### src/rtl/tlb_refill_pkg.sv
package tlb_refill_pkg;
   localparam int PTE_W         = 32;
   localparam int PTE_USE_BIT   = 28;
   localparam int PTE_DIRTY_BIT = 29;
   localparam int PTE_PROT_BIT  = 30;
   localparam int PTE_VALID_BIT = 31;

   typedef enum logic [2:0] {
      ST_IDLE,
      ST_WBACK,
      ST_FETCH,
      ST_LOAD,
      ST_FAULT
   } walk_st_e;
endpackage

### src/rtl/pte_addr_gen.sv
module pte_addr_gen #(
   parameter int ADDR_W    = 32,
   parameter int VPN_W     = 26,
   parameter int PTE_BYTES = 4
) (
   input  logic [ADDR_W-1:0] base,
   input  logic [VPN_W-1:0]  vpn,
   output logic [ADDR_W-1:0] addr
);
   localparam int SHIFT = $clog2(PTE_BYTES);

   if ((1 << SHIFT) != PTE_BYTES) begin : g_bad_size
      $error("PTE_BYTES must be a power of two");
   end
   if (VPN_W + SHIFT > ADDR_W) begin : g_bad_width
      $error("scaled VPN does not fit in ADDR_W");
   end

   if (SHIFT == 0) begin : g_noscale
      assign addr = base + ADDR_W'(vpn);
   end else begin : g_scale
      assign addr = base + (ADDR_W'(vpn) << SHIFT);
   end
endmodule

### src/rtl/pte_codec.sv
module pte_codec
   import tlb_refill_pkg::*;
#(
   parameter int PPN_W = 22
) (
   input  logic [PTE_W-1:0] pte,
   input  logic             wb_use,
   input  logic             wb_dirty,
   output logic [PPN_W-1:0] ppn,
   output logic             valid,
   output logic             prot,
   output logic             dirty,
   output logic             use_b,
   output logic [PTE_W-1:0] wb_data,
   output logic [PTE_W-1:0] wb_mask
);
   if (PPN_W > PTE_USE_BIT) begin : g_bad_ppn
      $error("PPN_W overlaps the status bits");
   end

   assign ppn   = pte[PPN_W-1:0];
   assign valid = pte[PTE_VALID_BIT];
   assign prot  = pte[PTE_PROT_BIT];
   assign dirty = pte[PTE_DIRTY_BIT];
   assign use_b = pte[PTE_USE_BIT];

   if (PPN_W < PTE_USE_BIT) begin : g_rsvd
      logic unused_rsvd;
      assign unused_rsvd = ^pte[PTE_USE_BIT-1:PPN_W];
   end

   always_comb begin
      wb_data                = '0;
      wb_mask                = '0;
      wb_data[PTE_USE_BIT]   = wb_use;
      wb_data[PTE_DIRTY_BIT] = wb_dirty;
      wb_mask[PTE_USE_BIT]   = 1'b1;
      wb_mask[PTE_DIRTY_BIT] = 1'b1;
   end
endmodule

### src/rtl/tlb_refill_fsm.sv
module tlb_refill_fsm
   import tlb_refill_pkg::*;
#(
   parameter int VPN_W     = 26,
   parameter int PPN_W     = 22,
   parameter int ADDR_W    = 32,
   parameter int PTE_BYTES = 4
) (
   input  logic              clk,
   input  logic              rst_n,
   input  logic              miss_valid,
   input  logic [VPN_W-1:0]  miss_vpn,
   input  logic              vic_valid,
   input  logic [VPN_W-1:0]  vic_vpn,
   input  logic              vic_use,
   input  logic              vic_dirty,
   input  logic [ADDR_W-1:0] pt_base,
   output logic              busy,
   output logic              mem_req,
   output logic              mem_we,
   output logic [ADDR_W-1:0] mem_addr,
   output logic [31:0]       mem_wdata,
   output logic [31:0]       mem_wmask,
   input  logic              mem_ack,
   input  logic [31:0]       mem_rdata,
   output logic              fill_valid,
   output logic [VPN_W-1:0]  fill_vpn,
   output logic [PPN_W-1:0]  fill_ppn,
   output logic              fill_prot,
   output logic              fill_dirty,
   output logic              fill_use,
   output logic              retry,
   output logic              page_fault
);
   walk_st_e          state_q;
   logic [VPN_W-1:0]  req_vpn_q, vic_vpn_q;
   logic              vic_use_q, vic_dirty_q;
   logic [ADDR_W-1:0] base_q;
   logic [PTE_W-1:0]  pte_q;
   logic [ADDR_W-1:0] vic_addr, req_addr;
   logic [PTE_W-1:0]  wb_data, wb_mask;
   logic              pte_valid_unused;

   pte_addr_gen #(.ADDR_W(ADDR_W), .VPN_W(VPN_W), .PTE_BYTES(PTE_BYTES)) u_vic_addr (
      .base(base_q), .vpn(vic_vpn_q), .addr(vic_addr));

   pte_addr_gen #(.ADDR_W(ADDR_W), .VPN_W(VPN_W), .PTE_BYTES(PTE_BYTES)) u_req_addr (
      .base(base_q), .vpn(req_vpn_q), .addr(req_addr));

   pte_codec #(.PPN_W(PPN_W)) u_codec (
      .pte(pte_q), .wb_use(vic_use_q), .wb_dirty(vic_dirty_q),
      .ppn(fill_ppn), .valid(pte_valid_unused), .prot(fill_prot),
      .dirty(fill_dirty), .use_b(fill_use),
      .wb_data(wb_data), .wb_mask(wb_mask));

   always_ff @(posedge clk or negedge rst_n) begin
      if (!rst_n) begin
         state_q     <= ST_IDLE;
         req_vpn_q   <= '0;
         vic_vpn_q   <= '0;
         vic_use_q   <= 1'b0;
         vic_dirty_q <= 1'b0;
         base_q      <= '0;
         pte_q       <= '0;
      end else begin
         case (state_q)
            ST_IDLE: if (miss_valid) begin
               req_vpn_q   <= miss_vpn;
               vic_vpn_q   <= vic_vpn;
               vic_use_q   <= vic_use;
               vic_dirty_q <= vic_dirty;
               base_q      <= pt_base;
               state_q     <= vic_valid ? ST_WBACK : ST_FETCH;
            end
            ST_WBACK: if (mem_ack) state_q <= ST_FETCH;
            ST_FETCH: if (mem_ack) begin
               pte_q   <= mem_rdata;
               state_q <= mem_rdata[PTE_VALID_BIT] ? ST_LOAD : ST_FAULT;
            end
            default: state_q <= ST_IDLE;
         endcase
      end
   end

   always_comb begin
      busy       = (state_q != ST_IDLE);
      mem_req    = (state_q == ST_WBACK) || (state_q == ST_FETCH);
      mem_we     = (state_q == ST_WBACK);
      mem_addr   = mem_we ? vic_addr : req_addr;
      mem_wdata  = wb_data;
      mem_wmask  = mem_we ? wb_mask : '0;
      fill_valid = (state_q == ST_LOAD);
      retry      = (state_q == ST_LOAD);
      page_fault = (state_q == ST_FAULT);
      fill_vpn   = req_vpn_q;
   end
endmodule

### config.mk
export PLATFORM = sky130hd
export DESIGN_NAME = tlb_refill_fsm
export DESIGN_NICKNAME = d
export VERILOG_FILES = /design/src/rtl/tlb_refill_pkg.sv /design/src/rtl/pte_addr_gen.sv /design/src/rtl/pte_codec.sv /design/src/rtl/tlb_refill_fsm.sv
export SDC_FILE = /design/constraint.sdc
export NUM_CORES = 1
export LEC_CHECK = 0
export BUFFER_PORTS_ARGS = -buffer_cell sky130_fd_sc_hd__buf_2
export CAP_MARGIN = 20
export CORE_MARGIN = 2
export CORE_UTILIZATION = 50
export DETAILED_ROUTE_END_ITERATION = 8
export GPL_ROUTABILITY_DRIVEN = 0
export HOLD_SLACK_MARGIN = 0.1
export PLACE_DENSITY = 0.82
export SYNTH_ARGS = -nofsm -noshare
export SYNTH_HDL_FRONTEND = slang
export SYNTH_SLANG_ARGS = --single-unit
### constraint.sdc
create_clock -name clk -period 9.98 [get_ports clk]
set_input_delay 1.996 -clock clk [delete_from_list [all_inputs] [get_ports clk]]
set_output_delay 1.996 -clock clk [all_outputs]
set_load 0.05 [all_outputs]
==> results of run 1 <==
-- per-layer routing --
layer | vias up | GRT usage, %
met2 | 227 | 38.4
met4 | 0 | 6.83
li1 | 2440 | -
met1 | 2536 | 27.6
met5 | - | 0
met3 | 16 | 7.69
-- state kept, by name, indices dropped and copies added, names as in the netlist --
name,cells
vic_vpn_q,26
vic_use_q,1
pte_q,25
base_q,32
fill_vpn,26
state_q,3
vic_dirty_q,1
-- final cells by class --
| class | count | area [sq um] | share of cell area (%) |
|---|---|---|---|
| clock buffer | 18 | 429 | 5.14 |
| clock inverter | 14 | 201 | 2.41 |
| inverter | 4 | 15.0 | 0.180 |
| multi-input combinational | 442 | 3530 | 42.2 |
| sequential | 114 | 2850 | 34.2 |
| tap | 176 | 220 | 2.64 |
| timing repair buffer | 214 | 1110 | 13.2 |
-- cells by family (layout without fill, tap and decap cells) --
family,count (synthesis),count (layout),synth area share (%)
muxes,140,140,23.2
DFF,114,114,42.1
buffers and inverters,101,250,9.48
AOI/OAI and AO/OA,94,94,9.48
and+or+nand+nor,94,94,6.99
adders and majority gates,30,30,5.64
xor gates and xnor gates,24,24,3.10
other,1,60,0.0553
-- stage by stage --
stage	std cells	setup WS, ns	hold WS (ns)	util (%)	cell area, sq um
floorplan	657	2.43	0.475	-	7000
global placement	949	3.92	0.484	58.1	7690
detailed placement	949	3.88	0.490	58.1	7690
CTS	981	3.42	0.504	62.8	8320
global route	982	3.16	0.518	63.1	8350
finish	982	3.47	0.500	63.1	8350
-- final timing paths --
path / start / endpoint / slack (ns)
setup / recovery: state_q[0]$_DFFE_PN0P_ / mem_addr[24] / 3.47
hold / removal: pte_q[28]$_DFFE_PN0P_ / pte_q[28]$_DFFE_PN0P_ / 0.50
setup reg to reg: state_q[0]$_DFFE_PN0P_ / fill_vpn[17]$_DFFE_PN0P_ / 7.68
hold reg to reg: pte_q[28]$_DFFE_PN0P_ / pte_q[28]$_DFFE_PN0P_ / 0.50
max in group asynchronous: rst_n / base_q[31]$_DFFE_PN0P_ / 7.06
min in group asynchronous: rst_n / pte_q[12]$_DFFE_PN0P_ / 1.60
-- cell usage after synthesis (2+ instances only) --
cell	number	share of area [%]
o41ai_1	2	0.26
mux2i_1	3	0.44
nor3b_1	4	0.44
nand3_1	6	0.44
nor3_1	6	0.44
buf_4	67	7.4
o21ai_0	14	1.0
nor2b_1	2	0.18
nand2_1	32	1.8
nor4_1	5	0.46
or3_1	5	0.46
xor2_1	6	0.77
buf_2	10	0.74
a211oi_1	4	0.44
inv_1	4	0.22
mux2_2	137	23
nor2_1	15	0.83
xnor2_1	18	2.3
a221oi_1	2	0.26
o31ai_1	3	0.33
clkbuf_1	18	1.0
buf_1	2	0.11
dfrtp_1	114	42
a31oi_1	2	0.18
o211ai_1	5	0.55
a211o_1	2	0.26
nand4_1	9	0.83
a21oi_1	34	2.5
or4_1	2	0.22
a21o_1	13	1.4
ha_1	29	5.3
-- worst max-delay path, cell delays in order (launching register included) --
cell,delay (ns)
dfrtp_1,0.54
nor3b_2,0.23
buf_4,0.38
mux2_2,0.39
ha_1,0.22
fa_1,0.41
a21o_1,0.26
a221oi_4,0.30
nor2_2,0.09
o41ai_1,0.57
o211ai_1,0.22
xor2_1,0.18
buf_2,0.29
==> summary.md, run 1 <==
| Metric | Value |
|---|---|
| Final net count | `946` |
| Gr ovfl total | `0` |
| Clock Skew | `roughly 0.0054 ns` |
| Initial Util | `about half` |
| Sequential cell area fraction in the yosys report | `42.1%` |
| Post-synthesis cell count | `approximately 600` |
| Wire per inst | `~17 um` |
| Layout cells sized above 1 | `between 40% and 50%` |
| R2R depth | `5` |
| Worst-case clock buffer depth | `2` |
| DR vias | `~5200` |
| Core Box Area | `~13000 sq um` |
| Met1 wire length | `6620 um` |
| Routed Antenna Nets | `0` |
| I/O Buffers | `209` |
| Yosys cell types | `54` |
| RSZ-0062 raised after global routing | `false` |
| Chip Width | `120 um` |
| Vias in the first global route | `about 5200` |
| Post-route minimum period | `6.51 ns` |
| Max H-tree Level | `4` |
| Status | `finished, final reports clean` |
| Num CTS Buffers | `17` |
| CTS tree | `built` |
| Fmax | `between 0.15 and 0.2 GHz` |
| Setup_tns | `0 ns` |
| First-pass GRT wire length | `around 26000 um` |
| Relative slew slack | `about 44%` |
| Largest net degree at the start of global routing | `87` |
| Via-per-instance ratio | `5.31` |
| Most common cell after layout, fill and taps aside | `buf_2` |
| Clock Tree Root | `clkbuf_16` |
| Initial DRC count | `215` |
| Num rows | `between 40 and 50` |
| All-layer global routing usage | `22.8%` |
| Post-DP HPWL | `12200 um` |
| Total clock sinks | `between 100 and 150` |
| Top_reg_cell synth | `dfrtp_1` |
| Worst-path fanout max | `29` |
| Avg Inst Size Synth | `11.3 sq um` |
| N_diodes | `0` |
| Routed wire length | `16300 um` |
| Final setup viols | `0` |
| Yosys warnings | `0` |
| Skew-Pair Late Insertion Delay | `0.41 ns` |
| Synthesized area | `between 6000 and 7000 sq um` |
| Initial antenna violation count | `0` |
| Worst-Margin Slew | `roughly 0.84 ns` |
| Die height | `120 um` |
| DR pass1 iterations | `4` |
| Worst EP required | `around 8 ns` |
| Async SR Flop Fraction | `between 90% and 100%` |
| CP endpoint kind | `primary output` |
| Fillers | `1095` |
| Highest metal used | `met4` |
| Setup repair bufs after CTS | `0` |
| Worst EP arrival | `approximately 4.5 ns` |
| Slew Limit Fails | `0` |
| Hold_buf cts | `0` |
| Num ports | `approximately 280` |
| CP startpoint kind | `flip-flop` |
| WS Path Type | `flip-flop to primary output` |
| EDFF count, synth | `0` |
| Final Hold Viols | `0` |
| Resized Gates After CTS | `0` |
| Met2 wire len | `8160 um` |
| DRC | `0` |
| Maxcap violations | `0` |
| Synthesis-stage register bit count | `between 100 and 150` |
| Final Cycle Share | `65.2%` |
| Clock slew at reported path FFs | `0.06 ns` |
| Die area | `roughly 15000 sq um` |
| WHS Path Cells | `1` |
| Area Growth Syn to Fin | `23.1%` |
| Commonest cells after routing, fill and taps aside | `buf_2, mux2_2, dfrtp_1` |
| Hold Crit Class | `flip-flop to flip-flop` |
| Routed met3 length | `between 1000 and 1500 um` |
Power of run 1 is left out: the tool's default activity adds up to more than one toggle a clock period on the data nets, which glitch-free logic cannot reach.
==> run 2, diff against run 1 <==
- CORE_UTILIZATION: 50 -> 44
- PLACE_DENSITY: 0.82 -> 0.77
- clock period: 9.98 -> 5.4 ns (I/O delays scaled with it)
==> summary.md, run 2 (same netlist as run 1, synthesis figures left out) <==
| Metric | Value |
|---|---|
| I/O Buffers | `209 (unchanged)` |
| Fmax | `between 0.15 and 0.2 GHz` |
| RSZ-0062 raised after global routing | `false` |
| Largest net degree at the start of global routing | `83 (-4.6%)` |
| Worst-case clock buffer depth | `2 (unchanged)` |
| Num CTS Buffers | `17 (unchanged)` |
| Final Cycle Share | `97.6%` |
| FF-to-FF Start | `state_q[0]$_DFFE_PN0P_` |
| Final net count | `957 (+1.2%)` |
| Maxcap violations | `0 (unchanged)` |
| All-layer global routing usage | `20.4% (-2.4 points)` |
| Initial DRC count | `202 (-6.0%)` |
| First-pass GRT wire length | `25700 um (+0.59%)` |
| Via-per-instance ratio | `5.15 (-3.2%)` |
| Commonest cells after routing, fill and taps aside | `buf_2, mux2_2, dfrtp_1` |
| Clock slew at reported path FFs | `0.06 ns (about the same)` |
| Hold_buf cts | `0 (unchanged)` |
| Clock Tree Root | `clkbuf_16` |
| Slew Limit Fails | `0 (unchanged)` |
| Relative slew slack | `31.8% (-12 points)` |
| Final Hold Viols | `0 (unchanged)` |
| Worst EP arrival | `4.19 ns (-0.33 ns)` |
| Num rows | `45 (+7.1%)` |
| DRC | `0 (unchanged)` |
| Top reg by flops | `base_q` |
| Final setup viols | `0 (unchanged)` |
| Total clock sinks | `114 (unchanged)` |
| Max H-tree Level | `4 (unchanged)` |
| CP startpoint kind | `flip-flop` |
| Num ports | `276 (unchanged)` |
| Die area | `16400 sq um (+13%)` |
| Vias in the first global route | `5151 (-1.4%)` |
| Routed wire length | `16400 um (+0.86%)` |
| R2R depth | `5 (unchanged)` |
| Worst EP required | `4.32 ns (-3.66 ns)` |
| Gr ovfl total | `0 (unchanged)` |
| Worst-Margin Slew | `1.02 ns (+0.184 ns)` |
| Layout cells sized above 1 | `50.6% (+1.9 points)` |
| Routed Antenna Nets | `0 (unchanged)` |
| Max reg flops | `32 (unchanged)` |
| CTS tree | `built` |
| WS Path Type | `flip-flop to primary output` |
| Initial Util | `44.8% (-6.4 points)` |
| Clock Skew | `0.00819 ns (+0.00284 ns)` |
| Hold Crit Class | `input pin to asynchronous set/reset pin` |
| DR pass1 iterations | `4 (unchanged)` |
| Worst-path fanout max | `9 (-69%)` |
| Skew-Pair Late Insertion Delay | `0.42 ns (about the same)` |
| Wire per inst | `16.4 um (-1.4%)` |
| Area Growth Syn to Fin | `25.7%` |
| CP startpoint | `state_q[0]$_DFFE_PN0P_` |
| N_diodes | `0 (unchanged)` |
| Most common cell after layout, fill and taps aside | `buf_2` |
| Setup_tns | `0 ns (unchanged)` |
| Chip Width | `128 um (+6.4%)` |
| Fillers | `1336 (+22%)` |
| DR vias | `5171 (-0.92%)` |
| Die height | `128 um (+6.4%)` |
| CP endpoint kind | `primary output` |
| Post-route minimum period | `roughly 5.3 ns` |
| Core Box Area | `15100 sq um (+14%)` |
| Status | `finished, final reports clean` |
| Initial antenna violation count | `1 (+1)` |
| Post-DP HPWL | `12300 um (+1.0%)` |
[run 2: worst paths after layout]
kind | end | slack, ns
max | mem_addr[28] | 0.13
min | fill_vpn[17]$_DFFE_PN0P_ | 0.49
max reg2reg | vic_vpn_q[15]$_DFFE_PN0P_ | 2.55
min reg2reg | vic_vpn_q[10]$_DFFE_PN0P_ | 0.50
max in group asynchronous | fill_vpn[10]$_DFFE_PN0P_ | 4.23
min in group clk | vic_vpn_q[10]$_DFFE_PN0P_ | 0.50
[run 2: final cells by class]
class	instances	area (sq um)	area share [%]
Multi-Input combinational cell	442	3570	41.8
Sequential cell	114	2860	33.5
Timing Repair Buffer	225	1210	14.2
Clock inverter	15	219	2.57
Inverter	4	15.0	0.176
Tap cell	188	235	2.76
Clock buffer	17	425	4.99
[run 2: metal layers]
metal  vias to the layer above  wire length (um)  GRT usage (%)
met1                      2512              6620           24.2
met5                         -                17              0
li1                       2447                 -              -
met4                         2               220           6.27
met3                        21              1240           7.26
met2                       189              8350           34.8
[run 2: metrics by stage]
| step | cells | utilization [%] | instance area (sq um) | worst slack [ns] | hold WS [ns] |
|---|---|---|---|---|---|
| 6_report | 1005 | 56.3 | 8530 | 0.132 | 0.490 |
| 4_1_cts | 998 | 55.7 | 8440 | 0.0226 | 0.504 |
| 2_1_floorplan | 657 | - | 7040 | 0.0904 | 0.475 |
| 5_1_grt | 1005 | 56.3 | 8530 | 0.00307 | 0.484 |
| 3_3_place_gp | 966 | 51.4 | 7790 | 0.399 | 0.483 |
| 3_5_place_dp | 966 | 51.4 | 7790 | 0.410 | 0.490 |
[run 2: worst max-delay path, cell delays in order, from the launching register on]
cell and delay (ns):
dfrtp_2 0.44, nor3b_4 0.22, buf_4 0.16, mux2_2 0.33, ha_1 0.23, fa_1 0.42, a21o_1 0.26, a221oi_4 0.30
nor2_2 0.09, o311a_4 0.40, or4b_1 0.52, and4_1 0.18, buf_2 0.21
[run 2: what timing repair did]
item | CTS | global route
pin swaps | 0 | 1
setup buffers | 0 | 6
gates resized for setup | 2 | 5
setup endpoints to repair | 2 | 5
hold endpoints to repair | 0 | 0
Power of run 2 is left out for the same reason.
==> run 3, diff against run 2 <==
- CORE_ASPECT_RATIO: not set -> 0.6
- RECOVER_POWER: not set -> 25
==> summary.md, run 3 (same netlist as run 1, synthesis figures left out) <==
| Metric | Value |
|---|---|
| Num rows | `35 (-22%)` |
| Clock Tree Root | `clkbuf_16` |
| Area Growth Syn to Fin | `24.0%` |
| DR vias | `5121 (-0.97%)` |
| Routed wire length | `16000 um (-2.7%)` |
| Final net count | `950 (-0.73%)` |
| Failing checks | `capacitance limit, slew limit` |
| Routed Antenna Nets | `0 (unchanged)` |
| Wire per inst | `15.8 um (-3.5%)` |
| Final Hold Viols | `0 (unchanged)` |
| DR pass1 iterations | `5 (+1)` |
| Via-per-instance ratio | `5.06 (-1.7%)` |
| Core Box Area | `15200 sq um (+0.33%)` |
| Most common cell after layout, fill and taps aside | `buf_2` |
| Die height | `100 um (-22%)` |
| DRC | `0 (unchanged)` |
| Worst EP required | `4.32 ns (about the same)` |
| Crit path depth | `11 (-1)` |
| Relative slew slack | `-166% (-200 points)` |
| Vias in the first global route | `4897 (-4.9%)` |
| CP endpoint kind | `primary output` |
| Clock slew at reported path FFs | `0.05 ns (about the same)` |
| CP peak stage delay | `0.49 ns (-0.03 ns)` |
| Final setup viols | `0 (unchanged)` |
| Slew Limit Fails | `75 (+75)` |
| Layout cells sized above 1 | `48.9% (-1.6 points)` |
| Initial antenna violation count | `2 (+1)` |
| All-layer global routing usage | `19.8% (-0.61 points)` |
| Final Cycle Share | `97.4% (-0.11 points)` |
| Maxcap violations | `1 (+1)` |
| Status | `finished with violations` |
| WS Path Type | `flip-flop to primary output` |
| Core Util, Final | `55.3% (-0.96 points)` |
| Clock Skew | `0.00542 ns (-0.00278 ns)` |
| Commonest cells after routing, fill and taps aside | `buf_2, mux2_2, dfrtp_1` |
| Fmax | `0.190 GHz (+0.12%)` |
| Hold_buf cts | `0 (unchanged)` |
| Post-route minimum period | `5.26 ns (-0.00619 ns)` |
| CTS tree | `built` |
| RSZ-0062 raised after global routing | `false` |
| Num CTS Buffers | `17 (unchanged)` |
| Largest net degree at the start of global routing | `75 (-9.6%)` |
| CP startpoint kind | `flip-flop` |
| Worst EP arrival | `4.18 ns (about the same)` |
| Critical path's top delay family | `simple AND/OR/NAND/NOR gates` |
| Top reg by flops | `base_q` |
| Max H-tree Level | `4 (unchanged)` |
| Chip Width | `164 um (+28%)` |
| Worst-path fanout max | `15 (+6)` |
| Worst-Margin Slew | `4.00 ns (+2.98 ns)` |
| Worst Path Buf+Inv | `2 (unchanged)` |
| Die area | `16500 sq um (+0.20%)` |
| Max reg flops | `32 (unchanged)` |
| Hold Crit Class | `flip-flop to flip-flop` |
| Gr ovfl total | `0 (unchanged)` |
| R2R depth | `5 (unchanged)` |
| Post-DP HPWL | `12300 um (-0.58%)` |
| Initial DRC count | `240 (+19%)` |
| Skew-Pair Late Insertion Delay | `0.40 ns (-0.02 ns)` |
| Setup_tns | `0 ns (unchanged)` |
| WHS Path Cells | `1` |
| Total clock sinks | `114 (unchanged)` |
| I/O Buffers | `209 (unchanged)` |
| First-pass GRT wire length | `25100 um (-2.3%)` |
| Slowest cell on crit path | `or4b_1` |
| Initial Util | `44.6% (-0.15 points)` |
| Worst-path cell chain | `nor3b_4 -> buf_4 -> mux2_2 -> ha_1 -> a21oi_1 -> nand2_1 -> a221oi_1 -> o21ai_1 -> or4b_1 -> and4_1 -> buf_2` |
| Num ports | `276 (unchanged)` |
| Worst-case clock buffer depth | `2 (unchanged)` |
[run 3: cell type report]
cell class	instances	area (sq um)
diodes	1	2.50
clock buffers	23	488
clock inverters	8	78.8
fillers	1336	6790
inverters	4	15.0
multi-input cells	442	3560
flip-flops and latches	114	2850
well taps	203	254
repair buffers	218	1160
[run 3: per-layer routing]
metal | routed length [um] | global-route usage, % | up-vias
li1 | - | - | 2434
met1 | 7420 | 26.5 | 2466
met2 | 6990 | 30.6 | 203
met3 | 1440 | 7.40 | 16
met4 | 141 | 4.59 | 2
met5 | 13 | 0 | -
[run 3: repair_timing]
| item | CTS | global route |
|---|---|---|
| setup endpoints to repair | 0 | 5 |
| buffers inserted | 0 | 0 |
| resized for setup | 0 | 3 |
| hold endpoints to repair | 0 | 0 |
[run 3: path summary, 6_finish.rpt]
kind | startpoint | endpoint | slack, ns
worst max-delay path | state_q[1]$_DFFE_PN0P_ | mem_addr[28] | 0.14
worst min-delay path | vic_dirty_q$_DFFE_PN0P_ | vic_dirty_q$_DFFE_PN0P_ | 0.50
worst max register to register | state_q[1]$_DFFE_PN0P_ | vic_vpn_q[16]$_DFFE_PN0P_ | 2.87
worst min register to register | vic_dirty_q$_DFFE_PN0P_ | vic_dirty_q$_DFFE_PN0P_ | 0.50
max in group asynchronous | rst_n | base_q[9]$_DFFE_PN0P_ | 1.05
min in group asynchronous | rst_n | pte_q[28]$_DFFE_PN0P_ | 2.05
[run 3: stage by stage]
stage / area [sq um] / setup WS [ns] / instances / hold slack, ns
finish: 8410 / 0.138 / 1013 / 0.499
global route: 8410 / 0.0116 / 1012 / 0.511
CTS: 8410 / 0.00206 / 1012 / 0.503
detailed placement: 7840 / 0.466 / 981 / 0.490
global placement: 7810 / 0.475 / 980 / 0.483
floorplan: 7040 / 0.0904 / 657 / 0.475
Power of run 3 is left out for the same reason.
